$ cat src/rtl/pm_event_pkg.sv
package pm_event_pkg;
   localparam int REG_W    = 16;
   localparam int NUM_EXT  = 3;
   localparam int BIT_OVF  = 0;
   localparam int BIT_GBL  = 5;
   localparam int BIT_PWR  = 8;
   localparam int BIT_RTC  = 10;
   localparam logic [REG_W-1:0] SRC_MASK =
      REG_W'((1 << BIT_OVF) | (1 << BIT_GBL) | (1 << BIT_PWR) | (1 << BIT_RTC));
   localparam logic [5:0] OFS_STS = 6'h00;
   localparam logic [5:0] OFS_EN  = 6'h02;
   localparam logic [5:0] OFS_TMR = 6'h08;

   // slot of each external source inside the event vector
   function automatic int ext_slot(input int bitpos);
      case (bitpos)
         BIT_RTC: return 0;
         BIT_PWR: return 1;
         default: return 2;
      endcase
   endfunction
endpackage

$ cat src/rtl/pm_event_tmr.sv
module pm_event_tmr #(
   parameter int TMR_W = 24
) (
   input  logic             clk,
   input  logic             rst,
   input  logic             tick,
   output logic [TMR_W-1:0] count,
   output logic             msb_flip
);
   localparam int MSB = TMR_W - 1;

   logic [TMR_W-1:0] count_q;
   logic [TMR_W-1:0] count_nx;

   assign count_nx = count_q + 1'b1;
   assign msb_flip = tick & (count_nx[MSB] ^ count_q[MSB]);
   assign count    = count_q;

   always_ff @(posedge clk) begin
      if (rst)
         count_q <= '0;
      else if (tick)
         count_q <= count_nx;
   end
endmodule

$ cat src/rtl/pm_event_sts.sv
module pm_event_sts
   import pm_event_pkg::*;
#(
   parameter int W    = REG_W,
   parameter int NEXT = NUM_EXT
) (
   input  logic            clk,
   input  logic            rst,
   input  logic [NEXT-1:0] ext_set,
   input  logic            ovf_set,
   input  logic            clr_we,
   input  logic [W-1:0]    clr_bits,
   output logic [W-1:0]    sts
);
   for (genvar gb = 0; gb < W; gb++) begin : g_bit
      if (SRC_MASK[gb]) begin : g_live
         logic set_b;
         logic q;
         if (gb == BIT_OVF) begin : g_ovf
            assign set_b = ovf_set;
         end else begin : g_ext
            assign set_b = ext_set[ext_slot(gb)];
         end
         always_ff @(posedge clk) begin
            if (rst)
               q <= 1'b0;
            else if (set_b)
               q <= 1'b1;
            else if (clr_we && clr_bits[gb])
               q <= 1'b0;
         end
         assign sts[gb] = q;
      end else begin : g_dead
         assign sts[gb] = 1'b0;
      end
   end
endmodule

$ cat src/rtl/pm_event_regif.sv
module pm_event_regif
   import pm_event_pkg::*;
#(
   parameter int ADDR_W = 8,
   parameter int WIN_W  = 6,
   parameter int TMR_W  = 24,
   parameter int RD_W   = 32
) (
   input  logic              clk,
   input  logic              rst,
   input  logic [ADDR_W-1:0] addr,
   input  logic              wr,
   input  logic [REG_W-1:0]  wdata,
   input  logic [REG_W-1:0]  sts,
   input  logic [TMR_W-1:0]  count,
   output logic [REG_W-1:0]  en,
   output logic              clr_we,
   output logic [REG_W-1:0]  clr_bits,
   output logic [RD_W-1:0]   rdata
);
   logic [WIN_W-1:0] ofs;
   logic [REG_W-1:0] en_q;
   logic [RD_W-1:0]  count_ext;

   assign ofs = addr[WIN_W-1:0];

   if (TMR_W == RD_W) begin : g_full
      assign count_ext = count;
   end else begin : g_pad
      assign count_ext = {{(RD_W-TMR_W){1'b0}}, count};
   end

   always_ff @(posedge clk) begin
      if (rst)
         en_q <= '0;
      else if (wr && ofs == WIN_W'(OFS_EN))
         en_q <= wdata;
   end

   assign en       = en_q;
   assign clr_we   = wr && (ofs == WIN_W'(OFS_STS));
   assign clr_bits = wdata;

   always_comb begin
      rdata = '0;
      if (ofs == WIN_W'(OFS_STS))
         rdata = RD_W'(sts);
      else if (ofs == WIN_W'(OFS_EN))
         rdata = RD_W'(en_q);
      else if (ofs == WIN_W'(OFS_TMR))
         rdata = count_ext;
   end
endmodule

$ cat src/rtl/pm_event_timer.sv
module pm_event_timer
   import pm_event_pkg::*;
#(
   parameter int TMR_W  = 24,
   parameter int ADDR_W = 8,
   parameter int WIN_W  = 6
) (
   input  logic              clk,
   input  logic              rst,
   input  logic              tick,
   input  logic              rtc_evt,
   input  logic              pwrbtn_evt,
   input  logic              gbl_evt,
   input  logic [ADDR_W-1:0] reg_addr,
   input  logic              reg_wr,
   input  logic [15:0]       reg_wdata,
   output logic [31:0]       reg_rdata,
   output logic              sci
);
   localparam int RD_W = 32;

   if (TMR_W < 2 || TMR_W > RD_W) begin : g_bad_tmr
      $error("pm_event_timer: TMR_W must lie in 2..32");
   end
   if (WIN_W < 4 || WIN_W > ADDR_W) begin : g_bad_win
      $error("pm_event_timer: WIN_W must lie in 4..ADDR_W");
   end

   logic [TMR_W-1:0]   tmr_cnt;
   logic               tmr_flip;
   logic [REG_W-1:0]   sts_q;
   logic [REG_W-1:0]   en_q;
   logic               clr_we;
   logic [REG_W-1:0]   clr_bits;
   logic [NUM_EXT-1:0] ext_set;

   assign ext_set = {gbl_evt, pwrbtn_evt, rtc_evt};

   pm_event_tmr #(.TMR_W(TMR_W)) u_tmr (
      .clk(clk), .rst(rst), .tick(tick),
      .count(tmr_cnt), .msb_flip(tmr_flip)
   );

   pm_event_sts #(.W(REG_W), .NEXT(NUM_EXT)) u_sts (
      .clk(clk), .rst(rst), .ext_set(ext_set), .ovf_set(tmr_flip),
      .clr_we(clr_we), .clr_bits(clr_bits), .sts(sts_q)
   );

   pm_event_regif #(
      .ADDR_W(ADDR_W), .WIN_W(WIN_W), .TMR_W(TMR_W), .RD_W(RD_W)
   ) u_regif (
      .clk(clk), .rst(rst), .addr(reg_addr), .wr(reg_wr),
      .wdata(reg_wdata), .sts(sts_q), .count(tmr_cnt),
      .en(en_q), .clr_we(clr_we), .clr_bits(clr_bits), .rdata(reg_rdata)
   );

   assign sci = |(sts_q & en_q & SRC_MASK);
endmodule

$ cat config.mk
export PLATFORM = sky130hd
export DESIGN_NAME = pm_event_timer
export DESIGN_NICKNAME = d
export VERILOG_FILES = /design/src/rtl/pm_event_pkg.sv /design/src/rtl/pm_event_tmr.sv /design/src/rtl/pm_event_sts.sv /design/src/rtl/pm_event_regif.sv /design/src/rtl/pm_event_timer.sv
export SDC_FILE = /design/constraint.sdc
export NUM_CORES = 1
export LEC_CHECK = 0
export ABC_AREA = 1
export BUFFER_PORTS_ARGS = -buffer_cell sky130_fd_sc_hd__buf_4
export CAP_MARGIN = 15
export CORE_MARGIN = 2
export CORE_UTILIZATION = 52
export DETAILED_ROUTE_END_ITERATION = 7
export GPL_TIMING_DRIVEN = 0
export PLACE_DENSITY = 0.79
export SYNTH_ARGS = -nofsm -noshare
export SYNTH_HDL_FRONTEND = slang
export SYNTH_SLANG_ARGS = --single-unit
$ cat constraint.sdc
create_clock -name clk -period 2.2 [get_ports clk]
set_input_delay 0.22 -clock clk [delete_from_list [all_inputs] [get_ports clk]]
set_output_delay 0.22 -clock clk [all_outputs]
set_load 0.02 [all_outputs]
==> results of run 1 <==
cell type report:
cell class | count | area share
buffer | 19 | 0.0377
clock buffer | 6 | 0.0246
clock inverter | 1 | 0.00169
inverter | 60 | 0.0762
multi-input combinational | 257 | 0.408
sequential | 44 | 0.298
tap | 52 | 0.0220
timing repair buffer | 52 | 0.132
cell families (layout without fill, tap and decap cells):
kind of cell,after synthesis,after routing,share of synthesized area
flip-flops,44,44,0.368
AO/OA/AOI/OAI,71,71,0.162
other,1,8,0.00157
AND/OR/NAND/NOR,177,177,0.323
adder cells (fa/ha/maj),1,1,0.00522
buffers and inverters,79,138,0.140
how the worst max path moves through the flow:
stage	start	end	slack (ns)	cells past startpoint
2_1_floorplan	reg_addr[5]	reg_rdata[12]	0.86	4
3_3_place_gp	reg_addr[5]	reg_rdata[15]	0.59	6
3_5_place_dp	reg_addr[5]	reg_rdata[14]	0.58	6
4_1_cts	reg_addr[5]	reg_rdata[14]	0.58	6
5_1_grt	reg_addr[5]	reg_rdata[15]	0.46	6
6_report	reg_addr[5]	reg_rdata[15]	0.60	6
per-stage QoR:
step	total power, mW	cells
6_report	1.43	491
5_1_grt	1.48	491
4_1_cts	1.44	491
3_5_place_dp	0.964	484
3_3_place_gp	0.961	484
2_1_floorplan	0.905	380
power breakdown:
part	leakage, nW	total, mW	switching [mW]	internal (mW)
Clock	0.0410	0.486	0.270	0.216
Sequential	0.356	0.813	0.00719	0.805
Combinational	0.776	0.133	0.0727	0.0603
metal layers:
layer,vias up,wire [um],GRT usage
met2,62,2870,0.417
met5,-,0,0
met1,1165,2650,0.323
met3,5,295,0.0422
li1,1296,-,-
met4,0,70,0.0881
critical path: stages:
cell	delay [ns]
buf_4	0.11
nor2_2	0.20
nand3_2	0.18
clkbuf_1	0.30
o22ai_1	0.19
buf_4	0.17
cell usage after synthesis:
library cell  number  area, um^2
buf_2              8        40.0
a21oi_2            1        8.76
inv_1             58         218
nand2_2            2        12.5
nand4_1            1        6.26
o22ai_1           12        75.1
o21ai_0           17        85.1
o21ai_1            4        20.0
nor2_4             4        45.0
nand4_2            1        12.5
nand3_2            2        20.0
buf_4              8        60.1
o221ai_1           4        35.0
ha_1               1        12.5
a21oi_1           33         165
dfxtp_1           44         881
nor2_2             7        43.8
nand2_1           72         270
clkinv_1           1        3.75
nand3_1           21         105
conb_1             1        3.75
inv_2              1        3.75
nor2_1            62         233
clkbuf_1           3        11.3
nor3_1             5        25.0
flip-flops by register name, indices dropped and copies added (netlist names):
| name | count |
|---|---|
| u_sts.g_bit.g_live.q | 4 |
| u_regif.en | 16 |
| u_tmr.count | 24 |
==> key figures, run 1 <==
Finish
  – Utilization after layout: 0.674
  – Commonest non-fill, non-tap cells in the layout: nand2_1, nor2_1, buf_4
  – Seq. cell area: slightly below 900 um^2
  – Final #Nets: between 400 and 500
  – Synth-to-layout area growth: 23.3%
  – Layout cells sized above 1: 0.210
  – Multi-input logic area: about 0.0012 mm^2
  – Diodes inserted: 0
  – Final Instance Area: 0.00296 mm^2
  – Fill cells: just under 400
  – Most common cell after layout, fill and taps aside: nand2_1

Global routing
  – Total grt overflow: 0
  – Number of global-route vias before repair: roughly 2,300
  – First-pass GRT wire length: a little over 10,000 um
  – Largest net degree at the start of global routing: 13
  – Gr usage total: 0.249
  – Initial antenna violation count: 0

Setup path
  – Worst R2R Path Depth: 8
  – Critical Path Fanout Max: 10
  – R2R Setup Slk: 0.71 ns
  – Crit start category: input port
  – R2R Path End: u_tmr.count[14]
  – RR Startpoint: u_tmr.count[0]
  – Crit Path Category: in2out
  – Worst setup EP type: output port
  – CP required: between 1.5 and 2 ns
  – WP data arrival: approximately 1.4 ns

Timing
  – Tcrit/Tclk final: 0.729
  – Hold Fails Final Rpt: 0
  – Worst hold slack: 0.160 ns
  – Final setup vio count: 0
  – FMAX: roughly 620 MHz
  – Max-slew violations: 0
  – Setup Skew: 0.0112 ns
  – Setup TNS: 0 ns
  – Slew margin rel.: 0.642
  – Setup ws final: 0.596 ns
  – Worst Max-Slew Pin Slew: between 0.5 and 0.6 ns
  – Final min period: approximately 1.6 ns
  – RSZ-0062 raised after global routing: no

Place
  – Post-Place Cell Area: about 0.0029 mm^2
  – Final Wtd Congestion: ~0.86
  – Pre-CTS setup slack: ~0.58 ns
  – Dpl hpwl: around 4600 um
  – Number of port buffers: 52

Clocking
  – Post CTS Setup Buffer Count: 0
  – Sink Count: 44
  – Post-cts hold buffer count: 0
  – Clk pin slew, worst setup/hold paths: approximately 0.080 ns
  – CTS buffer count: 5
  – CTS Root Cell: clkbuf_8
  – Clk_lat worst skew: around 0.30 ns
  – Number of H-tree levels: 2
  – CTS Buffer Depth: 2
  – Post-CTS resize count: 0
  – CTS tree: yes

Yosys
  – FF+latch count, synth: 44
  – Mapped cell area: between 0.002 and 0.0025 mm^2
  – Syn avg cell area: about 6.4 um^2
  – Register area share after synthesis: 0.368
  – Syn Inst Count: 373
  – Synth warn: 0
  – Yosys cell types: 25

Die
  – Core Area: about 0.0044 mm^2
  – Die H: roughly 70 um
  – Initial Util: 0.547
  – Die Wd: just over 70 um
  – Cell Rows: 24
  – IO Pins: 64
  – Die ar.: between 0.005 and 0.006 mm^2

Power and ir drop
  – Max IR drop VDD: about 0.41 mV
  – P_leak: ~1.2 nW
  – Pwr dens: between 400 and 500 mW/mm^2

Min path
  – HP Start: gbl_evt
  – Hold EP: u_sts.g_bit[5].g_live.q
  – HP Class: in2reg
  – Worst hold path depth: 3

Detailed routing
  – Mean number of vias per cell: between 5 and 6
  – Vias: around 2,500
  – Final ANT Viol Nets: 0
  – 1st-iter DRT viols: ~200
  – DR pass1 iterations: 4
  – Wire per inst: between 10 and 15 um
  – WL final: roughly 6000 um
  – # DRC: 0

Job
  – Max Cap Viol: 0

Outcome
  – Outcome: completed
Power figures use the tool's default switching activity.
==> inputs of run 2 (changes only) <==
--- a/config.mk
+++ b/config.mk
@@ -5,14 +5,14 @@
 export SDC_FILE = /design/constraint.sdc
 export NUM_CORES = 1
 export LEC_CHECK = 0
-export ABC_AREA = 1
+export ABC_AREA = 0
 export BUFFER_PORTS_ARGS = -buffer_cell sky130_fd_sc_hd__buf_4
 export CAP_MARGIN = 15
 export CORE_MARGIN = 2
-export CORE_UTILIZATION = 52
+export CORE_UTILIZATION = 46
 export DETAILED_ROUTE_END_ITERATION = 7
 export GPL_TIMING_DRIVEN = 0
-export PLACE_DENSITY = 0.79
+export PLACE_DENSITY = 0.75
 export SYNTH_ARGS = -nofsm -noshare
 export SYNTH_HDL_FRONTEND = slang
 export SYNTH_SLANG_ARGS = --single-unit
==> constraint.sdc (replaced) <==
create_clock -name clk -period 1.3 [get_ports clk]
set_input_delay 0.13 -clock clk [delete_from_list [all_inputs] [get_ports clk]]
set_output_delay 0.13 -clock clk [all_outputs]
set_load 0.02 [all_outputs]
==> run 2 against run 1 <==
  * The flow now finishes with violations (setup timing)
  * Clock skew down 0.0065 ns
  * Final cell count shrank 14%
  * Wire length is 13% higher
  * Area after synthesis shrank 8.1%
  * Register-to-register slack got worse by 1.1 ns
==> key figures, run 2 <==
Timing
  – Slew margin rel.: 0.645 (+0.00273)
  – FMAX: 581 MHz
  – RSZ-0062 raised after global routing: yes
  – Hold Fails Final Rpt: 0 (unchanged)
  – Final setup vio count: 32 (+32)
  – Setup Skew: 0.00472 ns (-0.00649 ns)
  – Final min period: approximately 1.7 ns
  – Setup TNS: -5.75 ns (-5.75 ns)
  – Worst Max-Slew Pin Slew: 0.533 ns (-0.00410 ns)
  – Max-slew violations: 0 (unchanged)
  – Setup ws final: -0.421 ns (-1.02 ns)
  – Tcrit/Tclk final: 1.32

Detailed routing
  – WL final: 6630 um (+13%)
  – Mean number of vias per cell: 5.65 (+9.8%)
  – DR pass1 iterations: 4 (unchanged)
  – 1st-iter DRT viols: 107 (-46%)
  – Wire per inst: 15.8 um (+31%)
  – # DRC: 0 (unchanged)
  – Vias: 2,379 (-5.9%)
  – Final ANT Viol Nets: 0 (unchanged)

Die
  – Die H: 73.2 um (+1.8%)
  – Cell Rows: 25 (+4.2%)
  – Die ar.: 0.00536 mm^2 (+3.7%)
  – Initial Util: 0.472 (-0.0740)
  – Core Area: 0.00466 mm^2 (+6.3%)
  – Die Wd: 73.2 um (+1.8%)
  – IO Pins: 64 (unchanged)

Yosys
  – EDFF count, synth: 0 (unchanged)
  – Share of the synthesized area in the top cell type: 0.400 (+0.0324)
  – Synth warn: 0 (unchanged)
  – Syn avg cell area: 8.13 um^2 (+26%)
  – FF+latch count, synth: 44 (unchanged)
  – Count leader, synth: nand2_1
  – Synth cell count leaders: nand2_1, dfxtp_1, a21oi_1
  – Async SR Flop Fraction: 0 (unchanged)
  – Yosys cell types: 35 (+40%)
  – Top FF cell, synth: dfxtp_1
  – Register area share after synthesis: 0.400 (+0.0324)
  – Mapped cell area: 0.00220 mm^2 (-8.1%)
  – Leading post-synthesis cells by cell area: dfxtp_1, nand2_1, a21oi_1
  – Syn Inst Count: 271 (-27%)
  – Area leader, netlist: dfxtp_1

Finish
  – Most common cell after layout, fill and taps aside: buf_4
  – Number of flip-flops in the largest register: 24 (unchanged)
  – Diodes inserted: 0 (unchanged)
  – Utilization after layout: 0.733 (+0.0593)
  – Final Instance Area: 0.00342 mm^2 (+16%)
  – Layout cells sized above 1: 0.450 (+0.240)
  – Commonest non-fill, non-tap cells in the layout: buf_4, nand2_1, dfxtp_1
  – Final #Nets: 398 (-15%)
  – Synth-to-layout area growth: 55.2%

Global routing
  – Total grt overflow: 0 (unchanged)
  – Top Usage Layer GRT: met2
  – Gr usage total: 0.246 (-0.00234)
  – Met1 GRT Util: 0.307 (-0.0155)
  – Initial antenna violation count: 0 (unchanged)
  – First-pass GRT wire length: 10,100 um (-0.14%)
  – M3 GR Usage: 0.0401 (-0.00214)
  – Met2 Use GR: 0.418 (+0.00175)
  – Largest net degree at the start of global routing: 14 (+1)
  – Number of global-route vias before repair: 2,136 (-8.2%)

Setup path
  – WP data arrival: 1.92 ns (+0.54 ns)
  – Critical Path Slowest Stage Cell: or4_4
  – CP peak stage delay: 0.58 ns (+0.28 ns)
  – CP required: 1.50 ns (-0.48 ns)
  – Crit start category: register
  – Sum of buffers and inverters on the critical path: 0 (-3)
  – Crit Path Category: reg2reg
  – Critical Path Fanout Max: 3 (-7)
  – CP top delay family: simple AND/OR/NAND/NOR gates
  – Cells along the critical path: and4_4 -> nand4_4 -> or4_4 -> mux2_4
  – Worst setup EP type: register

Clocking
  – CTS buffer count: 5 (unchanged)
  – Sink Count: 44 (unchanged)
  – CTS Root Cell: clkbuf_8
  – Number of H-tree levels: 2 (unchanged)
  – Post-cts hold buffer count: 0 (unchanged)
  – Clk_lat worst skew: 0.30 ns (about the same)
  – CTS tree: yes
  – Clk pin slew, worst setup/hold paths: 0.08 ns (about the same)
  – CTS Buffer Depth: 2 (unchanged)

Place
  – Number of port buffers: 51 (-1.9%)
  – Dpl hpwl: 4000 um (-13%)
  – Post-Place Cell Area: 0.00279 mm^2 (-3.2%)
  – Final Wtd Congestion: 0.784 (-9.3%)

Power and ir drop
  – Pwr dens: 717 mW/mm^2 (+48%)
  – Flop pwr share: 0.553 (-0.015)
  – P_leak: 1.42 nW (+21%)
  – Power share of the combinational group: 0.105 (+0.012)
  – Sw Share: 0.252 (+0.00795)
  – Cell internal pwr: 1.83 mW (+69%)
  – P_sw: 0.618 mW (+77%)
  – Clock power share: 0.342 (+0.003)
  – Tot Pwr: 2.45 mW (+71%)
  – Max IR drop VDD: 0.538 mV (+30%)

Min path
  – HP Class: in2reg

Outcome
  – Failing checks: setup timing
  – Outcome: complete, but fails checks

Job
  – Max Cap Viol: 0 (unchanged)
==> run 2: layout make-up <==
cell class / count / area (um^2)
Inverter: 5 / 18.8
Sequential cell: 44 / 936
Timing Repair Buffer: 87 / 771
Multi-Input combinational cell: 204 / 1410
Clock inverter: 3 / 13.8
Fill cell: 352 / 1240
Buffer: 19 / 129
Tap cell: 54 / 67.6
Clock buffer: 5 / 68.8
==> run 2: logic make-up after synthesis <==
group | count (synthesis) | synth area share
XOR/XNOR | 11 | 0.0438
AND/OR/NAND/NOR | 121 | 0.287
buffers and inverters | 30 | 0.0699
adder cells (fa/ha/maj) | 1 | 0.00568
other | 1 | 0.00170
multiplexers | 2 | 0.0114
flip-flops | 44 | 0.400
AO/OA/AOI/OAI | 61 | 0.180
==> run 2: final timing paths <==
kind	startpoint	end	slack, ns	depth (start not counted)
max	u_tmr.count[9]	u_tmr.count[23]	-0.42	4
min	reg_wdata[8]	u_sts.g_bit[8].g_live.q	0.03	2
max reg2reg	u_tmr.count[9]	u_tmr.count[23]	-0.42	4
min reg2reg	u_regif.en[2]	u_regif.en[2]	0.46	2
==> run 2: through the flow <==
step,hold WS (ns),cells,setup WS (ns)
after floorplan,0.239,278,-0.402
after global placement,0.336,383,-0.535
after detailed placement,0.342,383,-0.553
after CTS,0.0199,418,-0.417
after global routing,0.0318,421,-0.452
final,0.0260,421,-0.421
==> run 2: repair_timing <==
item / CTS / global route
buffers inserted: 28 / 9
gates cloned: 1 / 0
pin swaps: 19 / 17
resized for setup: 62 / 30
setup endpoints to repair: 47 / 53
==> run 2: worst register-to-register path, stage by stage, from the launching register on <==
cell and delay [ns]:
dfxtp_4 0.35, and4_4 0.25, nand4_4 0.13, or4_4 0.58, mux2_4 0.31
==> run 2: power by group through the flow <==
stage | registers, mW | clock network [mW] | logic [mW]
3_5_place_dp | 1.41 | 0 | 0.192
5_1_grt | 1.36 | 0.901 | 0.279
4_1_cts | 1.36 | 0.853 | 0.248
2_1_floorplan | 1.41 | 0 | 0.104
3_3_place_gp | 1.41 | 0 | 0.190
6_report | 1.35 | 0.839 | 0.258
==> run 2: layer usage <==
layer,up-vias,wire (um)
met5,-,0
met4,0,191
met3,17,354
met2,98,3360
met1,1122,2730
li1,1142,-
==> inputs of run 3 (changes only) <==
--- a/config.mk
+++ b/config.mk
@@ -9,10 +9,10 @@
 export BUFFER_PORTS_ARGS = -buffer_cell sky130_fd_sc_hd__buf_4
 export CAP_MARGIN = 15
 export CORE_MARGIN = 2
-export CORE_UTILIZATION = 46
+export CORE_UTILIZATION = 51
 export DETAILED_ROUTE_END_ITERATION = 7
 export GPL_TIMING_DRIVEN = 0
-export PLACE_DENSITY = 0.75
+export PLACE_DENSITY = 0.79
 export SYNTH_ARGS = -nofsm -noshare
 export SYNTH_HDL_FRONTEND = slang
 export SYNTH_SLANG_ARGS = --single-unit
==> constraint.sdc (replaced) <==
create_clock -name clk -period 1.8 [get_ports clk]
set_input_delay 0.27 -clock clk [delete_from_list [all_inputs] [get_ports clk]]
set_output_delay 0.27 -clock clk [all_outputs]
set_load 0.02 [all_outputs]
==> run 3 against run 2 <==
  * The run still ends with setup timing left
  * Wire length decreased by 7.5%
  * Global-route usage increased by 0.49 points
  * Total power decreased by 29%
  * Final area decreased by 12%
  * Highest routed layer unchanged
==> key figures, run 3 (synthesized netlist as in run 2, its figures left out) <==
Finish
  – Number of flip-flops in the largest register: 24 (unchanged)
  – Synth-to-layout area growth: 36.4%
  – Final #Nets: 382 (-4.0%)
  – Utilization after layout: 0.735 (+0.00173)
  – Layout cells sized above 1: 0.351 (-0.0990)
  – Diodes inserted: 0 (unchanged)
  – Most common cell after layout, fill and taps aside: buf_4
  – Fill cells: 321 (-8.8%)
  – Commonest non-fill, non-tap cells in the layout: buf_4, nand2_1, dfxtp_1
  – Final Instance Area: 0.00300 mm^2 (-12%)

Global routing
  – Initial antenna violation count: 0 (unchanged)
  – Total grt overflow: 0 (unchanged)
  – Gr usage total: 0.251 (+0.00488)
  – Number of global-route vias before repair: 2,074 (-2.9%)
  – Largest net degree at the start of global routing: 12 (-2)
  – First-pass GRT wire length: 9940 um (-2.1%)

Timing
  – Hold Fails Final Rpt: 0 (unchanged)
  – Setup ws final: -0.0206 ns (+0.401 ns)
  – Setup TNS: -0.0263 ns (+5.72 ns)
  – Slew margin rel.: 0.639 (-0.00518)
  – Tcrit/Tclk final: 1.01 (-0.313)
  – Worst Max-Slew Pin Slew: 0.541 ns (+0.00777 ns)
  – Setup Skew: 0.00438 ns (-0.000334 ns)
  – FMAX: 549 MHz (-5.5%)
  – RSZ-0062 raised after global routing: yes
  – Final setup vio count: 2 (-94%)
  – Max-slew violations: 0 (unchanged)
  – Final min period: 1.82 ns (+0.0994 ns)

Place
  – Number of port buffers: 51 (unchanged)
  – Final Wtd Congestion: 0.857 (+9.3%)
  – Dpl hpwl: 4000 um (about the same)
  – Post-Place Cell Area: 0.00267 mm^2 (-4.0%)

Power and ir drop
  – Pwr dens: 576 mW/mm^2 (-20%)
  – Max IR drop VDD: 0.522 mV (-3.0%)
  – P_leak: 1.23 nW (-13%)

Min path
  – HP Class: in2reg
  – Worst hold path depth: 2 (unchanged)
  – Hold EP: u_sts.g_bit[8].g_live.q
  – HP Start: reg_wdata[8]

Detailed routing
  – 1st-iter DRT viols: 214 (+100%)
  – # DRC: 0 (unchanged)
  – DR pass1 iterations: 4 (unchanged)
  – WL final: 6140 um (-7.5%)
  – Wire per inst: 15.4 um (-2.1%)
  – Final ANT Viol Nets: 0 (unchanged)
  – Vias: 2,225 (-6.5%)
  – Mean number of vias per cell: 5.59 (-1.1%)

Outcome
  – Failing checks: setup timing
  – Outcome: complete, but fails checks

Clocking
  – CTS tree: yes
  – Post-cts hold buffer count: 0 (unchanged)
  – Number of H-tree levels: 2 (unchanged)
  – CTS Buffer Depth: 2 (unchanged)
  – Clk pin slew, worst setup/hold paths: 0.07 ns (about the same)
  – Clk_lat worst skew: 0.30 ns (about the same)
  – Sink Count: 44 (unchanged)
  – CTS Root Cell: clkbuf_8
  – CTS buffer count: 5 (unchanged)

Setup path
  – Crit Path Category: reg2reg
  – RR Startpoint: u_tmr.count[0]
  – R2R Setup Slk: -0.02 ns (+0.40 ns)
  – Worst R2R Path Depth: 4 (unchanged)
  – CP required: 1.99 ns (+0.49 ns)
  – Crit start category: register
  – Cells along the critical path: nand3_4 -> or3_4 -> or4_4 -> mux2_4
  – R2R Path End: u_tmr.count[23]
  – Critical Path Slowest Stage Cell: or4_4
  – Worst setup EP type: register
  – CP top delay family: simple AND/OR/NAND/NOR gates
  – CP peak stage delay: 0.55 ns (-0.03 ns)
  – Worst path depth: 4 (unchanged)
  – Sum of buffers and inverters on the critical path: 0 (unchanged)
  – WP data arrival: 2.01 ns (+0.09 ns)
  – Critical Path Fanout Max: 3 (unchanged)

Die
  – Die H: 69.7 um (-4.8%)
  – Die Wd: 69.7 um (-4.8%)
  – Die ar.: 0.00486 mm^2 (-9.3%)
  – Initial Util: 0.539 (+0.0664)
  – Core Area: 0.00409 mm^2 (-12%)
  – Cell Rows: 23 (-8.0%)
  – IO Pins: 64 (unchanged)

Job
  – Max Cap Viol: 0 (unchanged)
[run 3: cell count changes in the layout (fill, tap and decap cells not counted), moves of 5 or more]
cell | previous run | this run
dfxtp_2 | 2 | 7
buf_6 | 25 | 4
buf_4 | 68 | 74
a22o_1 | 7 | 12
dfxtp_4 | 14 | 7
a22o_4 | 5 | 0
[run 3: repair_timing]
action / CTS / global route
pin swaps: 2 / 8
gates resized for setup: 35 / 15
buffers inserted: 12 / 5
setup endpoints to repair: 33 / 18
[run 3: final cells by class]
cell class                      instances  area (um^2)  share of cell area
Buffer                                 22          134              0.0446
Clock buffer                            5         68.8              0.0229
Inverter                                5         18.8             0.00625
Multi-Input combinational cell        204         1280               0.427
Sequential cell                        44          916               0.305
Tap cell                               50         62.6              0.0208
Timing Repair Buffer                   68          522               0.174
[run 3: report_power, final]
| part | switching [mW] | internal (mW) | leakage, nW |
|---|---|---|---|
| combinational | 0.0882 | 0.0874 | 0.832 |
| clock | 0.316 | 0.250 | 0.0359 |
| sequential | 0.0122 | 0.977 | 0.365 |
[run 3: layer usage]
layer / vias up / GRT usage / wire [um]
li1: 1110 / - / -
met1: 1033 / 0.344 / 2740
met2: 74 / 0.410 / 3000
met3: 8 / 0.0494 / 313
met4: 0 / 0.0577 / 78
met5: - / 0 / 0
[run 3: how the worst max path moves through the flow]
stage                         from         endpoint  slack [ns]
floorplan              reg_addr[2]    reg_rdata[11]        0.05
global placement       reg_addr[2]     reg_rdata[9]       -0.41
detailed placement     reg_addr[2]     reg_rdata[9]       -0.45
CTS                 u_tmr.count[0]  u_tmr.count[23]       -0.02
global route           reg_addr[4]     reg_rdata[5]       -0.06
finish              u_tmr.count[0]  u_tmr.count[23]       -0.02
[run 3: worst reg2reg max path, cell delays in order, from the launching register on]
cell and delay (ns):
dfxtp_4 0.37, nand3_4 0.07, or3_4 0.40, or4_4 0.55, mux2_4 0.32
[run 3: metrics by stage]
| stage | setup WS [ns] | total power, mW | hold slack [ns] | instances |
|---|---|---|---|---|
| 2_1_floorplan | 0.0479 | 1.09 | 0.379 | 278 |
| 3_3_place_gp | -0.415 | 1.15 | 0.443 | 379 |
| 3_5_place_dp | -0.448 | 1.15 | 0.449 | 379 |
| 4_1_cts | -0.0236 | 1.72 | 0.164 | 394 |
| 5_1_grt | -0.0610 | 1.79 | 0.162 | 398 |
| 6_report | -0.0206 | 1.73 | 0.171 | 398 |
